File: config.mk
export PLATFORM = sky130hd
export DESIGN_NAME = sysctr_cmp_timer
export DESIGN_NICKNAME = d
export VERILOG_FILES = /design/src/rtl/sysctr_cmp_timer.sv
export SDC_FILE = /design/constraint.sdc
export NUM_CORES = 1
export LEC_CHECK = 0
export BUFFER_PORTS_ARGS = -buffer_cell sky130_fd_sc_hd__buf_4
export CAP_MARGIN = 20
export CORE_MARGIN = 5
export CORE_UTILIZATION = 55
export CTS_CLUSTER_DIAMETER = 40
export CTS_CLUSTER_SIZE = 30
export DETAILED_ROUTE_END_ITERATION = 10
export PLACE_DENSITY = 0.83
export SKIP_LAST_GASP = 1
export SLEW_MARGIN = 20
export SYNTH_ARGS = -nofsm -noshare
export SYNTH_HDL_FRONTEND = slang
export SYNTH_SLANG_ARGS = --single-unit
File: constraint.sdc
create_clock -name clk -period 8.85 [get_ports clk]
set_input_delay 0.885 -clock clk [delete_from_list [all_inputs] [get_ports clk]]
set_output_delay 0.885 -clock clk [all_outputs]
set_load 0.01 [all_outputs]
File: src/rtl/sysctr_cmp_timer.sv
module sysctr_cmp_timer #(
  parameter int ADDR_W      = 20,
  parameter int DIV         = 3,
  parameter int CMP_HI_BITS = 20
) (
  input  logic              clk,
  input  logic              rst_n,
  input  logic              wr_en,
  input  logic              rd_en,
  input  logic [ADDR_W-1:0] addr,
  input  logic [31:0]       wdata,
  output logic [31:0]       rdata,
  output logic              irq
);

  localparam int DIV_W = (DIV > 1) ? $clog2(DIV) : 1;
  localparam logic [DIV_W-1:0] DIV_LAST = DIV_W'(DIV - 1);

  localparam logic [ADDR_W-1:0] A_CNT_LO = ADDR_W'('h0_0008);
  localparam logic [ADDR_W-1:0] A_CNT_HI = ADDR_W'('h0_000C);
  localparam logic [ADDR_W-1:0] A_CMP_LO = ADDR_W'('h1_0020);
  localparam logic [ADDR_W-1:0] A_CMP_HI = ADDR_W'('h1_0024);
  localparam logic [ADDR_W-1:0] A_CTRL   = ADDR_W'('h1_002C);

  logic [DIV_W-1:0]       div_q;
  logic [63:0]            cnt_q;
  logic [31:0]            cmp_lo_q;
  logic [CMP_HI_BITS-1:0] cmp_hi_q;
  logic                   en_q, mask_q, stat_q;

  logic        tick;
  logic [63:0] cnt_nxt;
  logic [63:0] cmp_full;
  logic        ctrl_wr;
  logic [31:0] rd_mux;

  assign tick     = (div_q == DIV_LAST);
  assign cnt_nxt  = cnt_q + 64'd1;
  assign cmp_full = {{(32 - CMP_HI_BITS){1'b0}}, cmp_hi_q, cmp_lo_q};
  assign ctrl_wr  = wr_en && (addr == A_CTRL);
  assign irq      = stat_q && en_q && !mask_q;

  always_ff @(posedge clk or negedge rst_n) begin
    if (!rst_n) begin
      div_q <= '0;
      cnt_q <= '0;
    end else if (tick) begin
      div_q <= '0;
      cnt_q <= cnt_nxt;
    end else begin
      div_q <= div_q + DIV_W'(1);
    end
  end

  always_ff @(posedge clk or negedge rst_n) begin
    if (!rst_n) begin
      cmp_lo_q <= '0;
      cmp_hi_q <= '0;
      en_q     <= 1'b0;
      mask_q   <= 1'b0;
    end else if (wr_en) begin
      if (addr == A_CMP_LO) cmp_lo_q <= wdata;
      if (addr == A_CMP_HI) cmp_hi_q <= wdata[CMP_HI_BITS-1:0];
      if (ctrl_wr) begin
        en_q   <= wdata[0];
        mask_q <= wdata[1];
      end
    end
  end

  always_ff @(posedge clk or negedge rst_n) begin
    if (!rst_n)
      stat_q <= 1'b0;
    else if (ctrl_wr && !wdata[0])
      stat_q <= 1'b0;
    else if (tick && en_q && (cnt_nxt >= cmp_full))
      stat_q <= 1'b1;
  end

  always_comb begin
    rd_mux = '0;
    case (addr)
      A_CNT_LO: rd_mux = cnt_q[31:0];
      A_CNT_HI: rd_mux = cnt_q[63:32];
      A_CMP_LO: rd_mux = cmp_lo_q;
      A_CMP_HI: rd_mux = 32'(cmp_hi_q);
      A_CTRL:   rd_mux = {29'd0, stat_q, mask_q, en_q};
      default:  rd_mux = '0;
    endcase
  end

  always_ff @(posedge clk or negedge rst_n) begin
    if (!rst_n)
      rdata <= '0;
    else if (rd_en)
      rdata <= rd_mux;
  end

endmodule

# Yosys cells after proc, flatten, opt, wreduce, memory -nomap -nowiden
# Index checks and enable logic that the tools add are counted.
# word_totals
word_cells,33
out_inout_bits,33
inputBits,56
register_bits,153
# classes
n_eq_ne,6
n_reduce_logical,12
add_sub_neg,2
magnitude_cmp,1
mux,4
# ops
operator,count
case mux 32 bit (5 select lines),1
adder 64 x 1 -> 64 bit (second input constant),1
>= comparator 64 x 52 -> 1 bit,1
equality test 20 x 17 -> 1 bit (second input constant),3
equality test 20 x 4 -> 1 bit (second input constant),2
logical AND 1 bit,6
AND reduction 2 bit,3
adder 2 x 1 -> 2 bit (second input constant),1
equality test 2 bit (second input constant),1
logical NOT 1 bit,2
two-way mux 1 bit,2
two-way mux 2 bit,1
nonzero test 2 bit,1

# Logic depth before layout (Yosys ltp)
# Gate-level depths: netlist of the first run.
# logic_depth
ltp_word,5
ltp_mapped,17
mapped_depth_nobuf,16

# Worst setup path after synthesis of the first run
# Ideal clock, no wire load.
# synth_path
path_type,register to register
start,reg cnt_q[0]
end,reg stat_q
arrival_ns,3.444
setup_time_ns,0.082
slack_ns,5.324
n_path_buf,1
t_required_ns,8.768
synth_period_minus_slack_ns,3.526
stages_incl_launch_ff,18
cell_sequence,dfrtp_1 -> ha_1 -> nand3_2 -> or3_1 -> clkbuf_1 -> nor2_1 -> nand3_1 -> nor3_2 -> xor2_1 -> ha_1 -> nand4_1 -> nor4_1 -> nand2b_1 -> o21ai_0 -> a21oi_1 -> a21boi_0 -> o41a_1 -> a31oi_1
# synth_between
elab_chain_cells,4
# synth_lines
element,line_no,rtl
"start, declared",26,logic [63:0] cnt_q;
"start signal, assigned",49,cnt_q <= cnt_nxt;
adder 64 x 1 -> 64 bit,38,assign cnt_nxt = cnt_q + 64'd1;
named net cnt_nxt[20],32,logic [63:0] cnt_nxt;
>= comparator 64 x 52 -> 1 bit,76,else if (tick && en_q && (cnt_nxt >= cmp_full))
logical AND 1 bit,76,
nonzero test 2 bit (no source line),--,
"end signal, assigned",73,stat_q <= 1'b0;
"end signal, assigned",75,stat_q <= 1'b0;
"end signal, assigned",77,stat_q <= 1'b1;
"end, declared",29,"logic en_q, mask_q, stat_q;"
# The timed path passes the listed nets, and every way through them passes these cells.
# A chain may end at the register's enable or synchronous reset.

# Final worst setup path of the first run
# Ends and elaborated chain as after synthesis.

==> impl_metrics.prom, run 1 <==
# TYPE chip_impl_metric gauge
chip_impl_info{name="outcome",value="complete, no violations"} 1
chip_impl_metric{name="effective_utilization_at_floorplan",unit="%"} 56.3
chip_impl_metric{name="port-buffer-count",unit=""} 88
chip_impl_metric{name="cellPowerDensity",unit="nW/um^2"} 145
chip_impl_info{name="hold_path_class",value="register to register"} 1
chip_impl_metric{name="fraction_of_the_yosys_area_taken_by_sequential_cells",unit="%"} 40.7
chip_impl_metric{name="post_synth_and_or_nand_nor_area_fraction",unit="%"} 17.8
chip_impl_metric{name="dr_total_vias",unit=""} 7831
chip_impl_metric{name="cts.repair.resized",unit=""} 0
chip_impl_metric{name="maxSlewHeadroom",unit="%"} 36.3
chip_impl_metric{name="overflow",unit=""} 0
chip_impl_metric{name="postCtsSetupRepairBufs",unit=""} 0
chip_impl_metric{name="cts_inserted_buffers",unit=""} 17
chip_impl_metric{name="worst-slew-pin-transition",unit="ps"} 955
chip_impl_metric{name="required",unit="ps"} 9200
chip_impl_info{name="yosys_most_used_dff",value="sky130_fd_sc_hd__dfrtp_1"} 1
chip_impl_metric{name="floorplan.die.width",unit="microns"} 141
chip_impl_metric{name="antenna_found_initial",unit=""} 0
chip_impl_metric{name="synth-xor-area-share",unit="%"} 10.8
chip_impl_metric{name="finish.cell_count_without_fillers",unit=""} 1281
chip_impl_metric{name="hold_ws",unit="ps"} 474
chip_impl_metric{name="post-route-drc-count",unit=""} 0
chip_impl_metric{name="antenna-diode-count",unit=""} 0
chip_impl_metric{name="drt-vias-per-instance",unit=""} 6.11
chip_impl_metric{name="synth-async-reset-ratio",unit="%"} 100
chip_impl_metric{name="grt_first_pass_wirelength",unit="mm"} 41.7
chip_impl_metric{name="final_max_slew_viol_count",unit=""} 0
chip_impl_metric{name="grt_start_max_net_pins",unit=""} 89
chip_impl_metric{name="max-clock-path-buffers",unit=""} 2
chip_impl_metric{name="drt_wl_total",unit="mm"} 25.4
chip_impl_metric{name="fp.dieArea",unit="sq um"} 19800
chip_impl_metric{name="ir_worst_vdd",unit="V"} 0.000128
chip_impl_metric{name="grt_use_met3",unit="%"} 5.62
chip_impl_metric{name="drt-pass1-iter-count",unit=""} 5
chip_impl_metric{name="die_h",unit="microns"} 141
chip_impl_metric{name="hold_viol",unit=""} 0
chip_impl_metric{name="setup_violations",unit=""} 0
chip_impl_metric{name="maxClockFrequency",unit="MHz"} 243
chip_impl_metric{name="post_drt_wl_per_cell",unit="microns"} 19.8
chip_impl_metric{name="drt_iter0_drc",unit=""} 677
chip_impl_metric{name="worst_setup_hold_path_clk_slew",unit="ps"} 60
chip_impl_metric{name="tritoncts_num_sinks",unit=""} 153
chip_impl_metric{name="fin_skew",unit="ps"} 10.6
chip_impl_metric{name="synth-edff-count",unit=""} 0
chip_impl_metric{name="syn_area_per_cell",unit="sq um"} 9.38
chip_impl_metric{name="cts_hold_buf",unit=""} 0
chip_impl_metric{name="arrival",unit="ps"} 4460
chip_impl_info{name="synth_top_family_by_area",value="simple AND/OR/NAND/NOR gates"} 1
chip_impl_info{name="worst-setup-path-type",value="register to register"} 1
chip_impl_metric{name="use_met2",unit="%"} 42.3
chip_impl_metric{name="cts_htree_levels",unit=""} 4
chip_impl_metric{name="max_capacitance_violation_count",unit=""} 0
chip_impl_metric{name="final_layout_setup_total_negative_slack",unit="ps"} 0
chip_impl_metric{name="dp.cells",unit=""} 1250
chip_impl_metric{name="crit_path_max_fanout",unit=""} 6
chip_impl_metric{name="first_global_vias",unit=""} 7834
chip_impl_info{name="critical_path.endpoint_type",value="register"} 1
chip_impl_metric{name="synth_area",unit="sq um"} 9400
chip_impl_metric{name="globalplace.congestion",unit=""} 0.967
chip_impl_metric{name="synth_seq_cells",unit=""} 153
chip_impl_metric{name="synth_cells",unit=""} 1002
chip_impl_metric{name="layout.nets",unit=""} 1158
chip_impl_metric{name="synthToLayoutAreaGrowth",unit="%"} 14.4
chip_impl_metric{name="core.rowCount",unit=""} 47
chip_impl_metric{name="net_count_of_the_mapped_netlist",unit=""} 1111
chip_impl_metric{name="synthMuxAreaShare",unit="%"} 2.76
chip_impl_info{name="tritoncts",value="yes"} 1
chip_impl_metric{name="yosysWarningCount",unit=""} 0
chip_impl_metric{name="design.core.area",unit="sq um"} 16700
chip_impl_metric{name="clock_insertion_delay_worst_skew",unit="ps"} 430
chip_impl_metric{name="yosys.area_share.adder",unit="%"} 7.06
chip_impl_metric{name="synth-compound-area-share",unit="%"} 14.0
chip_impl_metric{name="finalCritPeriodShare",unit="%"} 46.4
chip_impl_metric{name="p_leak",unit="nW"} 5.19
chip_impl_metric{name="final_core_util",unit="%"} 64.4
chip_impl_metric{name="final_antenna_net_count",unit=""} 0
chip_impl_metric{name="synth.distinct_cells",unit=""} 64
chip_impl_info{name="rsz_0062_raised_after_global_routing",value="false"} 1
chip_impl_info{name="busiest_layer",value="met2"} 1
chip_impl_metric{name="power",unit="mW"} 1.56
chip_impl_info{name="cts_root_buffer",value="sky130_fd_sc_hd__clkbuf_16"} 1
chip_impl_metric{name="use_met1",unit="%"} 35.9
chip_impl_info{name="worst_setup_path_start_kind",value="register"} 1
chip_impl_metric{name="layout-drive-gt1-share",unit="%"} 17.2
chip_impl_metric{name="hpwlAfterDp",unit="mm"} 17.9
chip_impl_metric{name="global_route.usage.total",unit="%"} 26.5
chip_impl_metric{name="finalCriticalPeriod",unit="ps"} 4110
chip_impl_metric{name="ios",unit=""} 89
==> sequential cells by signal, indices dropped and copies added (netlist names) <==
register,count
en_q,1
div_q,2
cmp_lo_q,32
cmp_hi_q,20
rdata,32
mask_q,1
stat_q,1
cnt_q,64
==> worst max-delay path, stage by stage (launching register included) <==
cell,delay (ps)
sky130_fd_sc_hd__dfrtp_1,460
sky130_fd_sc_hd__ha_1,270
sky130_fd_sc_hd__nand3_2,160
sky130_fd_sc_hd__or3_1,460
sky130_fd_sc_hd__nor2_1,220
sky130_fd_sc_hd__nand3_1,200
sky130_fd_sc_hd__nor3_2,300
sky130_fd_sc_hd__xor2_1,120
sky130_fd_sc_hd__ha_1,290
sky130_fd_sc_hd__nand4_1,100
sky130_fd_sc_hd__nor4_1,360
sky130_fd_sc_hd__nand2b_1,120
sky130_fd_sc_hd__o21ai_0,150
sky130_fd_sc_hd__a21oi_1,80
sky130_fd_sc_hd__a21boi_0,130
sky130_fd_sc_hd__o41a_1,440
sky130_fd_sc_hd__a31oi_1,170
==> cells by family (layout without fill, tap and decap cells) <==
family          after synthesis  count (layout)
flops                       153             153
compound gates              189             189
fa+ha+maj                    53              53
buf+inv                     155             214
simple gates                313             313
xor+xnor                    116             116
mux                          23              23
==> synthesized netlist by cell type (24+ instances only) <==
master | instances | area (sq um)
sky130_fd_sc_hd__a21oi_1 | 24 | 120
sky130_fd_sc_hd__clkbuf_1 | 30 | 113
sky130_fd_sc_hd__nand4_1 | 37 | 231
sky130_fd_sc_hd__nand3_1 | 25 | 125
sky130_fd_sc_hd__xnor2_1 | 55 | 482
sky130_fd_sc_hd__ha_1 | 53 | 663
sky130_fd_sc_hd__a221oi_1 | 38 | 333
sky130_fd_sc_hd__o21ai_0 | 41 | 205
sky130_fd_sc_hd__dfrtp_1 | 153 | 3830
sky130_fd_sc_hd__nor2_1 | 83 | 312
sky130_fd_sc_hd__nand2_1 | 91 | 342
sky130_fd_sc_hd__inv_1 | 87 | 327
sky130_fd_sc_hd__xor2_1 | 61 | 534
==> placed cells by master, fill, tap and decap left out, types with 14 or more instances in the layout <==
cell / n
sky130_fd_sc_hd__dfrtp_1: 153
sky130_fd_sc_hd__buf_4: 94
sky130_fd_sc_hd__nand2_1: 91
sky130_fd_sc_hd__inv_1: 87
sky130_fd_sc_hd__nor2_1: 82
sky130_fd_sc_hd__xor2_1: 61
sky130_fd_sc_hd__xnor2_1: 55
sky130_fd_sc_hd__ha_1: 53
sky130_fd_sc_hd__o21ai_0: 41
sky130_fd_sc_hd__a221oi_1: 38
sky130_fd_sc_hd__nand4_1: 37
sky130_fd_sc_hd__nand3_1: 24
sky130_fd_sc_hd__a21oi_1: 24
sky130_fd_sc_hd__mux2_2: 23
sky130_fd_sc_hd__o32ai_1: 17
sky130_fd_sc_hd__clkbuf_16: 17
sky130_fd_sc_hd__a22oi_1: 15
sky130_fd_sc_hd__a31oi_1: 14
==> metrics by stage <==
| stage | area (sq um) | setup slack [ps] |
|---|---|---|
| after global placement | 10100 | 4670 |
| after global routing | 10800 | 4470 |
| after floorplan | 9400 | 5320 |
| final | 10800 | 4740 |
| after CTS | 10800 | 4720 |
| after detailed placement | 10100 | 4770 |
==> cell type report <==
cell class / count / area (sq um)
Fill cell: 1315 / 5950
Multi-Input combinational cell: 694 / 4960
Sequential cell: 153 / 3830
Timing Repair Buffer: 95 / 717
Clock buffer: 20 / 447
Inverter: 88 / 330
Tap cell: 220 / 275
Clock inverter: 11 / 195
==> power by group <==
part           total [mW]  internal [mW]  switching [mW]
Sequential          0.701          0.701        0.000684
Combinational      0.0570         0.0228          0.0342
Clock               0.802          0.508           0.294
Total                1.56           1.23           0.329
==> final timing paths <==
| path | slack, ps | depth (start not counted) | from | end |
|---|---|---|---|---|
| setup / recovery | 4740 | 16 | cnt_q[0] | stat_q |
| hold / removal | 470 | 1 | div_q[1] | div_q[0] |
| setup reg to reg | 4740 | 16 | cnt_q[0] | stat_q |
| hold reg to reg | 470 | 1 | div_q[1] | div_q[0] |
| max in group asynchronous | 6920 | 2 | rst_n | cnt_q[51] |
| min in group asynchronous | 520 | 1 | rst_n | div_q[1] |
==> routing by layer <==
metal  up-vias  share of wire [%]
li1       3615                  -
met1      3858                 42
met2       315                 48
met3        43                7.1
met4         0                2.9
met5         -                  0
(Power assumes the default switching activity.)
==> run 2, diff against run 1 <==
--- a/config.mk
+++ b/config.mk
@@ -12,7 +12,7 @@
 export CTS_CLUSTER_DIAMETER = 40
 export CTS_CLUSTER_SIZE = 30
 export DETAILED_ROUTE_END_ITERATION = 10
-export PLACE_DENSITY = 0.83
+export PLACE_DENSITY = 0.86
 export SKIP_LAST_GASP = 1
 export SLEW_MARGIN = 20
 export SYNTH_ARGS = -nofsm -noshare
==> constraint.sdc (replaced) <==
create_clock -name clk -period 3.3 [get_ports clk]
set_input_delay 0.33 -clock clk [delete_from_list [all_inputs] [get_ports clk]]
set_output_delay 0.33 -clock clk [all_outputs]
set_load 0.01 [all_outputs]
==> run 2 against run 1 <==
  * The run now ends with negative setup slack left
  * Die area is the same
  * Via count grew 11%
  * Clock-buffer cell count grew 4
  * First-iteration DRC count grew 37%
  * Sequential cell count stayed put
  * Cell count rose by 8.7%
  * Critical endpoint unchanged
  * Maximum frequency is 15% higher
  * Largest cell class unchanged
  * Critical path depth shrank 1
  * Worst hold slack got worse by 380 ps
  * Sequential share of layout area shrank 2.8 points
  * Global-route usage grew 2.9 points
==> impl_metrics.prom, run 2 (synthesis gave the netlist of run 1 again) <==
# TYPE chip_impl_metric gauge
chip_impl_metric{name="dr_total_vias",unit=""} 8695
chip_impl_metric{name="overflow",unit=""} 0
chip_impl_metric{name="grt_first_pass_wirelength",unit="mm"} 46.2
chip_impl_metric{name="maxClockFrequency",unit="MHz"} 280
chip_impl_metric{name="drt_iter0_drc",unit=""} 929
chip_impl_metric{name="fin_skew",unit="ps"} 6.75
chip_impl_metric{name="finish.cell_count_without_fillers",unit=""} 1393
chip_impl_metric{name="drt-pass1-iter-count",unit=""} 7
chip_impl_metric{name="hold_viol",unit=""} 0
chip_impl_metric{name="drt_wl_total",unit="mm"} 28.9
chip_impl_metric{name="antenna_found_initial",unit=""} 0
chip_impl_metric{name="final_design_area_no_fill",unit="sq um"} 11700
chip_impl_metric{name="die_h",unit="microns"} 141
chip_impl_metric{name="finalCritPeriodShare",unit="%"} 108
chip_impl_metric{name="post-route-drc-count",unit=""} 0
chip_impl_metric{name="dp.cells",unit=""} 1354
chip_impl_metric{name="final_layout_setup_total_negative_slack",unit="ps"} -276
chip_impl_info{name="tritoncts",value="yes"} 1
chip_impl_metric{name="layout-drive-gt1-share",unit="%"} 26.2
chip_impl_metric{name="fp.dieArea",unit="sq um"} 19800
chip_impl_metric{name="required",unit="ps"} 3650
chip_impl_metric{name="clock_insertion_delay_worst_skew",unit="ps"} 430
chip_impl_metric{name="post_drt_wl_per_cell",unit="microns"} 20.8
chip_impl_info{name="largest_registers",value="cnt_q (64), cmp_lo_q (32), rdata (32)"} 1
chip_impl_metric{name="grt_start_max_net_pins",unit=""} 66
chip_impl_info{name="most_common_library_cell_in_the_layout_ignoring_fill_and_taps",value="sky130_fd_sc_hd__buf_4"} 1
chip_impl_metric{name="final_antenna_net_count",unit=""} 0
chip_impl_metric{name="crit_path_max_fanout",unit=""} 3
chip_impl_info{name="outcome",value="finished, violations left"} 1
chip_impl_metric{name="drt-vias-per-instance",unit=""} 6.24
chip_impl_metric{name="cts_htree_levels",unit=""} 4
chip_impl_metric{name="ios",unit=""} 89
chip_impl_metric{name="placedInstanceArea",unit="sq um"} 10900
chip_impl_metric{name="cts_inserted_buffers",unit=""} 17
chip_impl_metric{name="finalCriticalPeriod",unit="ps"} 3580
chip_impl_info{name="hold_path_class",value="input pin to register"} 1
chip_impl_metric{name="port-buffer-count",unit=""} 88
chip_impl_metric{name="worst_setup_hold_path_clk_slew",unit="ps"} 60
chip_impl_metric{name="cellPowerDensity",unit="nW/um^2"} 341
chip_impl_metric{name="setup_ws",unit="ps"} -276
chip_impl_info{name="largest_register",value="cnt_q"} 1
chip_impl_info{name="rsz_0062_raised_after_global_routing",value="true"} 1
chip_impl_info{name="worst-setup-path-type",value="register to register"} 1
chip_impl_metric{name="setup_violations",unit=""} 1
chip_impl_metric{name="layout.nets",unit=""} 1270
chip_impl_metric{name="max_capacitance_violation_count",unit=""} 0
chip_impl_metric{name="first_global_vias",unit=""} 8738
chip_impl_metric{name="synthToLayoutAreaGrowth",unit="%"} 24.3
chip_impl_info{name="critical_path.endpoint_type",value="register"} 1
chip_impl_metric{name="effective_utilization_at_floorplan",unit="%"} 56.3
chip_impl_metric{name="antenna-diode-count",unit=""} 0
chip_impl_metric{name="max-clock-path-buffers",unit=""} 2
chip_impl_metric{name="hpwlAfterDp",unit="mm"} 20.7
chip_impl_metric{name="global_route.usage.total",unit="%"} 29.4
chip_impl_metric{name="max_ffs_per_register",unit=""} 64
chip_impl_info{name="worst_setup_path_start_kind",value="register"} 1
chip_impl_metric{name="worst-slew-pin-transition",unit="ps"} 1000
chip_impl_metric{name="tritoncts_num_sinks",unit=""} 153
chip_impl_metric{name="core.rowCount",unit=""} 47
chip_impl_metric{name="globalplace.congestion",unit=""} 0.955
chip_impl_info{name="failed_checks",value="negative setup slack"} 1
chip_impl_metric{name="maxSlewHeadroom",unit="%"} 33.2
chip_impl_metric{name="arrival",unit="ps"} 3930
chip_impl_metric{name="design.core.area",unit="sq um"} 16700
chip_impl_metric{name="final_max_slew_viol_count",unit=""} 0
chip_impl_metric{name="floorplan.die.width",unit="microns"} 141
chip_impl_info{name="mostFrequentLayoutCells",value="sky130_fd_sc_hd__buf_4, sky130_fd_sc_hd__dfrtp_1, sky130_fd_sc_hd__nand2_1, sky130_fd_sc_hd__inv_1, sky130_fd_sc_hd__nor2_1"} 1
chip_impl_metric{name="p_leak",unit="nW"} 5.76
chip_impl_metric{name="ir_worst_vdd",unit="V"} 0.000372
chip_impl_info{name="cts_root_buffer",value="sky130_fd_sc_hd__clkbuf_16"} 1
## run 2: changes by cell type in the layout (fill, tap and decap cells not counted), moves of 3 or more
cell	before	now
sky130_fd_sc_hd__clkinvlp_4	0	3
sky130_fd_sc_hd__o21ai_1	0	3
sky130_fd_sc_hd__nor2_1	82	77
sky130_fd_sc_hd__clkinv_4	3	0
sky130_fd_sc_hd__bufinv_16	5	2
sky130_fd_sc_hd__o21ai_0	41	38
sky130_fd_sc_hd__nand3_4	1	4
sky130_fd_sc_hd__buf_4	94	202
sky130_fd_sc_hd__dfrtp_1	153	150
sky130_fd_sc_hd__dfrtp_2	0	3
sky130_fd_sc_hd__nor2_4	4	7
## run 2: cell type report
cell class	count	area, sq um
Tap cell	220	275
Clock buffer	24	482
Sequential cell	153	3830
Timing Repair Buffer	207	1580
Clock inverter	7	92.6
Fill cell	1176	5020
Multi-Input combinational cell	694	5080
Inverter	88	330
## run 2: path summary, 6_finish.rpt
| check | start | endpoint | slack, ps | depth (start not counted) |
|---|---|---|---|---|
| worst max-delay path | cnt_q[0] | stat_q | -280 | 15 |
| worst min-delay path | wdata[25] | cmp_lo_q[25] | 100 | 3 |
| worst max register to register | cnt_q[0] | stat_q | -280 | 15 |
| worst min register to register | div_q[0] | div_q[0] | 470 | 1 |
| max in group asynchronous | rst_n | cnt_q[6] | 1990 | 3 |
| min in group asynchronous | rst_n | rdata[24] | 440 | 2 |
## run 2: metrics by stage
| step | util (%) | setup slack, ps | hold WS, ps | power (mW) |
|---|---|---|---|---|
| final | 69.9 | -276 | 98.2 | 3.98 |
| after CTS | 69.4 | -202 | 87.3 | 3.99 |
| after floorplan | - | 38.4 | 34.4 | 1.95 |
| after global routing | 69.9 | -434 | 102 | 4.11 |
| after global placement | 65.5 | -384 | 349 | 2.07 |
| after detailed placement | 65.5 | -318 | 354 | 2.07 |
## run 2: layer usage
metal / up-vias / track usage [%] / part of all wire [%] / routed length (microns)
met4: 0 / 12.6 / 4.4 / 1280
met1: 4213 / 36.9 / 38 / 10900
met3: 119 / 7.11 / 8.8 / 2550
met5: - / 0 / 0 / 0
met2: 525 / 48.6 / 49 / 14200
li1: 3838 / - / - / -
## run 2: critical path: stages (launching register included)
cell and delay, ps:
sky130_fd_sc_hd__dfrtp_1 420, sky130_fd_sc_hd__nand4_4 130, sky130_fd_sc_hd__nor4_4 330, sky130_fd_sc_hd__nand3_2 190, sky130_fd_sc_hd__or2_4 330, sky130_fd_sc_hd__nor2_4 90
sky130_fd_sc_hd__xor2_1 70, sky130_fd_sc_hd__ha_1 320, sky130_fd_sc_hd__nand4_1 250, sky130_fd_sc_hd__nor4_4 400, sky130_fd_sc_hd__nand2b_1 100, sky130_fd_sc_hd__o21ai_1 120
sky130_fd_sc_hd__a21oi_1 50, sky130_fd_sc_hd__a21boi_1 140, sky130_fd_sc_hd__o41a_1 410, sky130_fd_sc_hd__a31oi_1 160
## run 2: where the power goes
part           internal, mW  switching (mW)
Clock                  1.17           0.777
Sequential             1.88         0.00177
Combinational        0.0659          0.0923
## run 2: timing repair
action	CTS	global route
hold buffers	1	0
buffers inserted	2	5
endpoints found under the hold margin	63	0
pin swaps	15	18
setup endpoints to repair	1	1
gates resized for setup	14	13
